`src/rtl/ata_tf_pkg.sv`:
```
`timescale 1ns/1ps
// Shared constants and types for the task-file sector engine.
// Assumes a 28-bit LBA and 512-byte sectors carried as 16-bit words.
package ata_tf_pkg;
    localparam int LBA_W    = 28;
    localparam int WORD_AW  = 8;
    localparam int DATA_W   = 16;
    localparam int REM_W    = 9;
    localparam int REG_AW   = 4;
    localparam int TF_REGS  = 5;

    localparam logic [REG_AW-1:0] ADDR_DATA  = 4'd0;
    localparam logic [REG_AW-1:0] ADDR_ERR   = 4'd1;
    localparam logic [REG_AW-1:0] ADDR_CNT   = 4'd2;
    localparam logic [REG_AW-1:0] ADDR_STCMD = 4'd7;
    localparam logic [REG_AW-1:0] ADDR_ALT   = 4'd8;

    typedef enum logic [1:0] {SQ_IDLE, SQ_WAIT, SQ_FETCH, SQ_XFER} seq_state_t;
    typedef enum logic [1:0] {CK_BAD, CK_NOP, CK_NODATA, CK_READ} cmd_kind_t;

    // Map a command byte onto the handling class it belongs to.
    function automatic cmd_kind_t classify(input logic [7:0] code);
        case (code)
            8'h00:                             return CK_NOP;
            8'h20:                             return CK_READ;
            8'h10, 8'h91, 8'hE3, 8'hE7, 8'hEF: return CK_NODATA;
            default:                           return CK_BAD;
        endcase
    endfunction
endpackage

```
`src/rtl/ata_tf_regs.sv`:
```
`timescale 1ns/1ps
// Host-writable task-file byte registers (count, sector, cyl-lo, cyl-hi, select).
// Assumes one write per cycle. Slot g lives at address ADDR_CNT+g.
module ata_tf_regs
    import ata_tf_pkg::*;
(
    input  logic                        clk,
    input  logic                        rst_n,
    input  logic                        wr_en,
    input  logic [REG_AW-1:0]           wr_addr,
    input  logic [7:0]                  wr_data,
    output logic [TF_REGS-1:0][7:0]     tf_q
);
    for (genvar g = 0; g < TF_REGS; g++) begin : g_tf
        localparam logic [REG_AW-1:0] MY_ADDR = ADDR_CNT + REG_AW'(g);
        // Capture a host byte aimed at this slot.
        always_ff @(posedge clk) begin
            if (!rst_n)
                tf_q[g] <= 8'h00;
            else if (wr_en && wr_addr == MY_ADDR)
                tf_q[g] <= wr_data;
        end
    end
endmodule

```
`src/rtl/ata_tf_seq.sv`:
```
`timescale 1ns/1ps
// Command sequencer: decodes commands and owns BSY/DRQ/ERR, the error code,
// the current LBA, the sectors remaining and the interrupt pulse.
// Assumes BUSY_CYCLES >= 1 and that the fetch unit raises fetch_done once per start.
module ata_tf_seq
    import ata_tf_pkg::*;
#(
    parameter int BUSY_CYCLES = 64
) (
    input  logic             clk,
    input  logic             rst_n,
    input  logic             cmd_wr,
    input  logic [7:0]       cmd_code,
    input  logic             lba_mode,
    input  logic [LBA_W-1:0] lba_in,
    input  logic [7:0]       count_in,
    input  logic             pop_last,
    input  logic             fetch_done,
    output logic             busy,
    output logic             drq,
    output logic             err,
    output logic [7:0]       err_code,
    output logic             irq,
    output logic             fetch_start,
    output logic [LBA_W-1:0] lba
);
    localparam int CW = $clog2(BUSY_CYCLES + 1);
    localparam logic [CW-1:0] LAST_TICK = CW'(BUSY_CYCLES - 1);
    localparam logic [REM_W-1:0] FULL_RUN = {1'b1, {(REM_W-1){1'b0}}};

    seq_state_t       state_q;
    logic [CW-1:0]    cnt_q;
    logic [REM_W-1:0] remain_q;
    logic             read_q;
    logic             accept;
    logic             wait_end;

    assign busy        = (state_q == SQ_WAIT) || (state_q == SQ_FETCH);
    assign drq         = (state_q == SQ_XFER);
    assign accept      = cmd_wr && !busy;
    assign wait_end    = (state_q == SQ_WAIT) && (cnt_q == LAST_TICK);
    assign fetch_start = wait_end && read_q;

    // Command launch, busy countdown, per-sector hand-off and chaining.
    always_ff @(posedge clk) begin
        if (!rst_n) begin
            state_q  <= SQ_IDLE;
            cnt_q    <= '0;
            remain_q <= '0;
            read_q   <= 1'b0;
            lba      <= '0;
            err      <= 1'b0;
            err_code <= 8'h00;
            irq      <= 1'b0;
        end else begin
            irq <= 1'b0;
            if (accept) begin
                err      <= 1'b0;
                err_code <= 8'h00;
                cnt_q    <= '0;
                case (classify(cmd_code))
                    CK_NOP:    state_q <= SQ_IDLE;
                    CK_NODATA: begin
                        state_q <= SQ_WAIT;
                        read_q  <= 1'b0;
                    end
                    CK_READ: begin
                        if (lba_mode) begin
                            state_q  <= SQ_WAIT;
                            read_q   <= 1'b1;
                            lba      <= lba_in;
                            remain_q <= (count_in == 8'h00) ? FULL_RUN : {1'b0, count_in};
                        end else begin
                            state_q  <= SQ_IDLE;
                            err      <= 1'b1;
                            err_code <= 8'h01;
                        end
                    end
                    default: begin
                        state_q  <= SQ_IDLE;
                        err      <= 1'b1;
                        err_code <= 8'h01;
                    end
                endcase
            end else begin
                case (state_q)
                    SQ_WAIT: begin
                        if (wait_end) begin
                            if (read_q) begin
                                state_q <= SQ_FETCH;
                            end else begin
                                state_q <= SQ_IDLE;
                                irq     <= 1'b1;
                            end
                        end else begin
                            cnt_q <= cnt_q + 1'b1;
                        end
                    end
                    SQ_FETCH: begin
                        if (fetch_done) begin
                            state_q  <= SQ_XFER;
                            irq      <= 1'b1;
                            lba      <= lba + 1'b1;
                            remain_q <= remain_q - 1'b1;
                        end
                    end
                    SQ_XFER: begin
                        if (pop_last) begin
                            cnt_q   <= '0;
                            state_q <= (remain_q != '0) ? SQ_WAIT : SQ_IDLE;
                        end
                    end
                    default: ;
                endcase
            end
        end
    end


    irq_one_cycle_chk: assert property (@(posedge clk) disable iff (!rst_n)
        irq |=> !irq);

    err_busy_excl_chk: assert property (@(posedge clk) disable iff (!rst_n)
        err |-> !busy);

    busy_cmd_ignored_chk: assert property (@(posedge clk) disable iff (!rst_n)
        (busy && cmd_wr && !wait_end && !(state_q == SQ_FETCH && fetch_done)) |=> busy);
endmodule

```
`src/rtl/ata_tf_fetch.sv`:
```
`timescale 1ns/1ps
// Sector fetch unit: walks word indices 0..WORDS-1 of one sector on the memory
// port and streams the returned words into the buffer write port.
// Assumes memory data arrives exactly one cycle after each request.
module ata_tf_fetch
    import ata_tf_pkg::*;
(
    input  logic                     clk,
    input  logic                     rst_n,
    input  logic                     start,
    input  logic [LBA_W-1:0]         lba,
    input  logic [DATA_W-1:0]        mem_rdata,
    output logic                     mem_rd_en,
    output logic [LBA_W+WORD_AW-1:0] mem_addr,
    output logic                     buf_we,
    output logic [WORD_AW-1:0]       buf_widx,
    output logic [DATA_W-1:0]        buf_wdata,
    output logic                     done
);
    localparam int MEM_AW = LBA_W + WORD_AW;

    logic               active_q;
    logic [WORD_AW:0]   fidx_q;
    logic               valid_q;
    logic [WORD_AW-1:0] widx_q;

    assign mem_rd_en = active_q && !fidx_q[WORD_AW];
    assign mem_addr  = {lba, fidx_q[WORD_AW-1:0]};
    assign done      = active_q && fidx_q[WORD_AW] && !valid_q;
    assign buf_we    = valid_q;
    assign buf_widx  = widx_q;
    assign buf_wdata = mem_rdata;

    // Issue requests in index order and track which response is in flight.
    always_ff @(posedge clk) begin
        if (!rst_n) begin
            active_q <= 1'b0;
            fidx_q   <= '0;
            valid_q  <= 1'b0;
            widx_q   <= '0;
        end else begin
            valid_q <= mem_rd_en;
            if (mem_rd_en)
                widx_q <= fidx_q[WORD_AW-1:0];
            if (start) begin
                active_q <= 1'b1;
                fidx_q   <= '0;
            end else if (done) begin
                active_q <= 1'b0;
            end else if (mem_rd_en) begin
                fidx_q <= fidx_q + 1'b1;
            end
        end
    end


    fetch_order_chk: assert property (@(posedge clk) disable iff (!rst_n)
        (mem_rd_en && $past(mem_rd_en)) |-> (mem_addr == $past(mem_addr) + MEM_AW'(1)));
endmodule

```
`src/rtl/ata_tf_buffer.sv`:
```
`timescale 1ns/1ps
// One-sector word buffer: filled by the fetch unit, drained in index order by
// host data reads. Assumes fill and drain never overlap.
module ata_tf_buffer
    import ata_tf_pkg::*;
(
    input  logic               clk,
    input  logic               rst_n,
    input  logic               rewind,
    input  logic               we,
    input  logic [WORD_AW-1:0] widx,
    input  logic [DATA_W-1:0]  wdata,
    input  logic               pop,
    output logic [DATA_W-1:0]  rdata,
    output logic               last
);
    localparam int WORDS = 1 << WORD_AW;

    logic [DATA_W-1:0]  mem_q [WORDS];
    logic [WORD_AW-1:0] ridx_q;

    assign rdata = mem_q[ridx_q];
    assign last  = (ridx_q == WORD_AW'(WORDS - 1));

    // Store one fetched word.
    always_ff @(posedge clk) begin
        if (we)
            mem_q[widx] <= wdata;
    end

    // Move the read pointer: back to zero for a new sector, forward on a pop.
    always_ff @(posedge clk) begin
        if (!rst_n)
            ridx_q <= '0;
        else if (rewind)
            ridx_q <= '0;
        else if (pop)
            ridx_q <= ridx_q + 1'b1;
    end
endmodule

```
`src/rtl/ata_taskfile_engine.sv`:
```
`timescale 1ns/1ps
// Top of the task-file PIO sector engine: host register decode, read mux,
// and wiring of registers, sequencer, fetch unit and sector buffer.
// Assumes one host access per cycle and a one-cycle-latency sector memory.
module ata_taskfile_engine
    import ata_tf_pkg::*;
#(
    parameter int BUSY_CYCLES = 64
) (
    input  logic                     clk,
    input  logic                     rst_n,
    input  logic                     wr_en,
    input  logic [3:0]               wr_addr,
    input  logic [7:0]               wr_data,
    input  logic                     rd_en,
    input  logic [3:0]               rd_addr,
    output logic [15:0]              rd_data,
    output logic                     mem_rd_en,
    output logic [35:0]              mem_addr,
    input  logic [15:0]              mem_rdata,
    output logic                     irq
);
    logic [TF_REGS-1:0][7:0] tf_q;
    logic [7:0]              sel_q;
    logic [LBA_W-1:0]        lba_asm;
    logic [LBA_W-1:0]        lba_cur;
    logic                    cmd_wr, busy, drq, err, pop, pop_last;
    logic [7:0]              err_code;
    logic                    fetch_start, fetch_done;
    logic                    buf_we, buf_last;
    logic [WORD_AW-1:0]      buf_widx;
    logic [DATA_W-1:0]       buf_wdata, buf_rdata;
    logic [7:0]              status_b;

    assign sel_q    = tf_q[4];
    assign lba_asm  = {sel_q[3:0], tf_q[3], tf_q[2], tf_q[1]};
    assign cmd_wr   = wr_en && (wr_addr == ADDR_STCMD);
    assign pop      = rd_en && (rd_addr == ADDR_DATA) && drq;
    assign pop_last = pop && buf_last;
    assign status_b = {busy, 1'b1, 2'b00, drq, 2'b00, err};

    ata_tf_regs u_regs (
        .clk(clk), .rst_n(rst_n), .wr_en(wr_en), .wr_addr(wr_addr),
        .wr_data(wr_data), .tf_q(tf_q)
    );

    ata_tf_seq #(.BUSY_CYCLES(BUSY_CYCLES)) u_seq (
        .clk(clk), .rst_n(rst_n), .cmd_wr(cmd_wr), .cmd_code(wr_data),
        .lba_mode(sel_q[6]), .lba_in(lba_asm), .count_in(tf_q[0]),
        .pop_last(pop_last), .fetch_done(fetch_done), .busy(busy), .drq(drq),
        .err(err), .err_code(err_code), .irq(irq), .fetch_start(fetch_start),
        .lba(lba_cur)
    );

    ata_tf_fetch u_fetch (
        .clk(clk), .rst_n(rst_n), .start(fetch_start), .lba(lba_cur),
        .mem_rdata(mem_rdata), .mem_rd_en(mem_rd_en), .mem_addr(mem_addr),
        .buf_we(buf_we), .buf_widx(buf_widx), .buf_wdata(buf_wdata),
        .done(fetch_done)
    );

    ata_tf_buffer u_buf (
        .clk(clk), .rst_n(rst_n), .rewind(fetch_start), .we(buf_we),
        .widx(buf_widx), .wdata(buf_wdata), .pop(pop), .rdata(buf_rdata),
        .last(buf_last)
    );

    // Host read mux over data, error, task-file bytes, status and alt-status.
    always_comb begin
        rd_data = 16'h0000;
        case (rd_addr)
            ADDR_DATA:  rd_data = drq ? buf_rdata : 16'h0000;
            ADDR_ERR:   rd_data = {8'h00, err_code};
            4'd2, 4'd3, 4'd4, 4'd5, 4'd6:
                        rd_data = {8'h00, tf_q[rd_addr - ADDR_CNT]};
            ADDR_STCMD: rd_data = sel_q[4] ? 16'h0001 : {8'h00, status_b};
            ADDR_ALT:   rd_data = 16'h0040;
            default:    rd_data = 16'h0000;
        endcase
    end


    drq_fall_chk: assert property (@(posedge clk) disable iff (!rst_n)
        $fell(drq) |-> ($past(pop) || $past(cmd_wr)));

    fetch_busy_chk: assert property (@(posedge clk) disable iff (!rst_n)
        mem_rd_en |-> busy);
endmodule

```
`config.mk`:
```
export PLATFORM = sky130hd
export DESIGN_NAME = ata_taskfile_engine
export DESIGN_NICKNAME = d
export VERILOG_FILES = /design/src/rtl/ata_tf_pkg.sv /design/src/rtl/ata_tf_regs.sv /design/src/rtl/ata_tf_seq.sv /design/src/rtl/ata_tf_fetch.sv /design/src/rtl/ata_tf_buffer.sv /design/src/rtl/ata_taskfile_engine.sv
export SDC_FILE = /design/constraint.sdc
export NUM_CORES = 2
export LEC_CHECK = 0
export BUFFER_PORTS_ARGS = -buffer_cell sky130_fd_sc_hd__buf_2
export CORE_UTILIZATION = 25
export CTS_CLUSTER_DIAMETER = 30
export DETAILED_ROUTE_END_ITERATION = 16
export REMOVE_ABC_BUFFERS = 1
export SETUP_SLACK_MARGIN = 0.1
export SYNTH_ARGS = -nofsm -noshare
export SYNTH_HDL_FRONTEND = slang
export SYNTH_SLANG_ARGS = --single-unit
```
`constraint.sdc`:
```
create_clock -name clk -period 3.4 [get_ports clk]
set_clock_uncertainty 0.15 [all_clocks]
set_input_delay 0.68 -clock clk [delete_from_list [all_inputs] [get_ports clk]]
set_output_delay 0.68 -clock clk [all_outputs]
set_load 0.02 [all_outputs]
```
==> results.cfg <==
[cells_and_area]
nNetsFinal = 9020
finish.utilization_pct = 32.8
fin_area_um2 = 213000
fin_cells = 18300
syn2layout_area_growth_pct = 30.7
drive_gt1_share_pct = 41.2

[route]
first_pass_iters = 6
wl_per_cell_um = 25.7
ant_nets = 0
wl_mm = 471
drc = 0
drt_iter0_markers = 10400
via_per_inst = 4.72
vias = 86300

[yosys]
syn_inst = 7351
avgSynthCellArea_um2 = 22.2
synth.mux.area_fraction_pct = 17.3
synth-seq-cells = 4220
ys_types = 68
synthSimpleGateAreaFrac_pct = 2.19
synth_top_family_by_area = multiplexers
synth_edf_count = 4096
yosysWarnings = 0
synth_adder_area_share_pct = 0.0843
synthArstFlopShare_pct = 0
syn-cell-area_um2 = 163000
synth_xor_area_share_pct = 0.161
ys.flop_type = edfxtp_1
ys_seq_area_share_pct = 76.8
synth_compound_area_share_pct = 1.98

[run_status]
status = complete, but fails checks
violations = negative setup slack

[floorplanning]
core.rowCount = 296
fp.dieW_um = 810
die_area_um2 = 656000
start_util_pct = 25.1
die_height_um = 810
ios = 90
coreArea_um2 = 650000

[clock_tree]
cts_inserted_buffers = 787
clkTransAtPathRegs_ps = 50
clk_path_buf_depth = 4
htreeDepth = 6
cts_root_buffer = clkbuf_16
cts_tree = yes
insertion_delay_ps = 1070
numClockSinks = 4220

[global_route]
grt_overflow = 0
grt_antenna_before_repair = 24
grt_pass1_wl_mm = 661
grtUsageTotal_pct = 13.8
grt_pass1_vias = 86200
grt_max_degree = 109

[timing]
fin_crit_sh_pct = 171
final.setup.tns_ps = -34240
hold_viol_final = 0
maxSlewHeadroom_pct = 7.59
worst_slew_pin_slew_ps = 1390
maxSlewViolCount = 0
rsz0062_at_grt = yes
fmax_mhz = 172
final.min_clock_period_ps = 5810
finalSetupViolCount = 16
finalWorstSetupSlack_ps = -2410

[placed_design]
place_area_um2 = 183000
hpwl_mm = 289
place_inst = 16700
io_buffers = 89
gp_congestion = 0.849
place_worst_setup_slack_ps = -2090

[worst_setup_path]
critPathMaxFanout = 7
setup.worst_path.start_class = flip-flop
critPathKind = flip-flop to output pin
cp.required_ps = 2570
cp-end-kind = output pin
cp.arrival_ps = 4980

[power]
leakage_uw = 0.0672
p_per_area_nw_per_um2 = 642
peakVddDrop_v = 0.000546

[worst_hold_path]
hp-class = input port to flip-flop

[run]
max_cap_violations = 0
==> final cells by class <==
cell class	count	area (µm²)
Antenna cell	10	25.0
Clock buffer	894	20200
Clock inverter	570	7130
Fill cell	60900	437000
Inverter	24	105
Multi-Input combinational cell	2676	36600
Sequential cell	4220	125000
Tap cell	8642	10800
Timing Repair Buffer	1264	13100
==> stage by stage <==
step / hold WS [ps] / total power [µW]
floorplan: 293 / 58200
global placement: 306 / 59200
detailed placement: 313 / 59300
CTS: 1.96 / 138000
global route: 38.4 / 140000
finish: 44.6 / 137000
==> worst max-delay path, stage by stage, from the launching register on <==
cell,delay [ps]
dfxtp_4,440
buf_12,170
buf_12,120
buf_6,90
buf_12,110
buf_12,130
mux4_2,520
mux4_2,520
a22oi_2,370
buf_4,210
nand2_4,50
a22oi_2,620
buf_4,240
o221ai_4,120
buf_6,160
==> routing by layer <==
layer | up-vias | share of wire, % | GRT usage, %
li1 | 34800 | - | -
met1 | 46400 | 41 | 18.7
met2 | 4261 | 47 | 22.2
met3 | 839 | 8.4 | 2.70
met4 | 4 | 3.8 | 4.74
met5 | - | 0.0049 | 0
==> worst paths after layout <==
| kind | slack [ps] | depth (start not counted) | start | end |
|---|---|---|---|---|
| worst max-delay path | -2410 | 14 | flip-flop | rd_data[11] |
| worst min register to register | 320 | 1 | u_seq.cnt_q[6]$_SDFFE_PP0P_ | u_seq.cnt_q[6]$_SDFFE_PP0P_ |
| worst max register to register | 210 | 6 | u_fetch.buf_widx[2]$_SDFFE_PN0P_ | u_buf.mem_q[71][11]$_DFFE_PP_ |
| worst min-delay path | 40 | 1 | mem_rdata[3] | u_buf.mem_q[90][3]$_DFFE_PP_ |
==> power breakdown <==
part / switching, µW / internal (µW)
Sequential: 6.90 / 57100
Clock: 27300 / 51400
Combinational: 1020 / 208
Total: 28400 / 109000
==> cells in the final DEF (no fill, tap or decap), types with 25 or more instances in the layout <==
master,instances
clkinvlp_4,78
buf_6,63
a22oi_2,37
nor2_1,233
clkbuf_16,794
bufinv_16,112
nor3_1,34
clkinv_16,30
a22oi_1,30
a21oi_1,109
mux4_2,1178
clkinv_1,108
buf_8,25
clkbuf_1,101
buf_4,841
o21ai_0,35
clkinv_4,59
buf_2,57
nor2b_1,25
nand3_1,65
nand4_1,25
o22ai_1,45
mux2i_1,162
dlygate4sd3_1,25
nand2_1,178
dfxtp_1,117
buf_12,220
clkinv_2,114
edfxtp_1,4096
inv_6,47
o221ai_1,41
nor2_2,151
==> registers in the layout, summed over array words and instances (netlist names), named ones only <==
| signal | cells |
|---|---|
| u_seq.cnt_q | 7 |
| u_seq.err_code | 1 |
| u_seq.state_q | 2 |
| u_seq.read_q | 1 |
| u_seq.lba | 28 |
| u_buf.mem_q | 4096 |
| u_fetch.active_q | 1 |
| u_seq.remain_q | 9 |
| u_fetch.buf_we | 1 |
| u_fetch.fidx_q | 9 |
| u_buf.ridx_q | 8 |
| u_seq.irq | 1 |
| u_fetch.buf_widx | 8 |
| u_regs.tf_q | 40 |
==> cell families (layout without fill, tap and decap cells) <==
kind of cell               after synthesis  count (layout)
and+or+nand+nor                        823             823
xor gates and xnor gates                30              30
muxes                                 1345            1345
buffers and inverters                  455            2752
DFF                                   4220            4220
AOI/OAI and AO/OA                      467             467
other                                    0              10
adders and majority gates               11              11
==> repair_timing <==
action                                  4_1_cts  5_1_grt
endpoints found under the hold margin       372        0
cloned                                        8        5
pin swaps                                    26       40
endpoints found under the setup margin       17       16
gates resized for setup                     182      139
buffers inserted                             59       58
hold buffers                                 25        0
==> cell usage after synthesis, types with 8 or more instances <==
master    number  area, µm²
edfxtp_1    4096     123000
mux4_2      1178      26500
nor2_1       387       1450
clkbuf_1     197        739
nand2_1      194        728
mux2i_1      162       1620
dfxtp_1      124       2480
a21oi_1      113        566
buf_2         83        415
nand3_1       75        375
a22oi_1       67        503
buf_6         53        597
o22ai_1       53        332
buf_4         50        375
o221ai_1      49        429
buf_1         47        176
o21ai_0       41        205
nor3_1        37        185
nor2b_1       27        169
nand4_1       25        156
a221oi_1      24        210
inv_1         20       75.1
a211oi_1      17        128
xor2_1        17        149
a22o_1        16        140
a31oi_1       16        100
and2_1        14       87.6
and3_1        14       87.6
nand2b_1      13       81.3
xnor2_1       13        114
ha_1          11        138
nor4_1        11       68.8
a21o_1         8       60.1
o211ai_1       8       60.1
or3_1          8       50.1
Note: power is estimated with default switching activity, not from simulation.
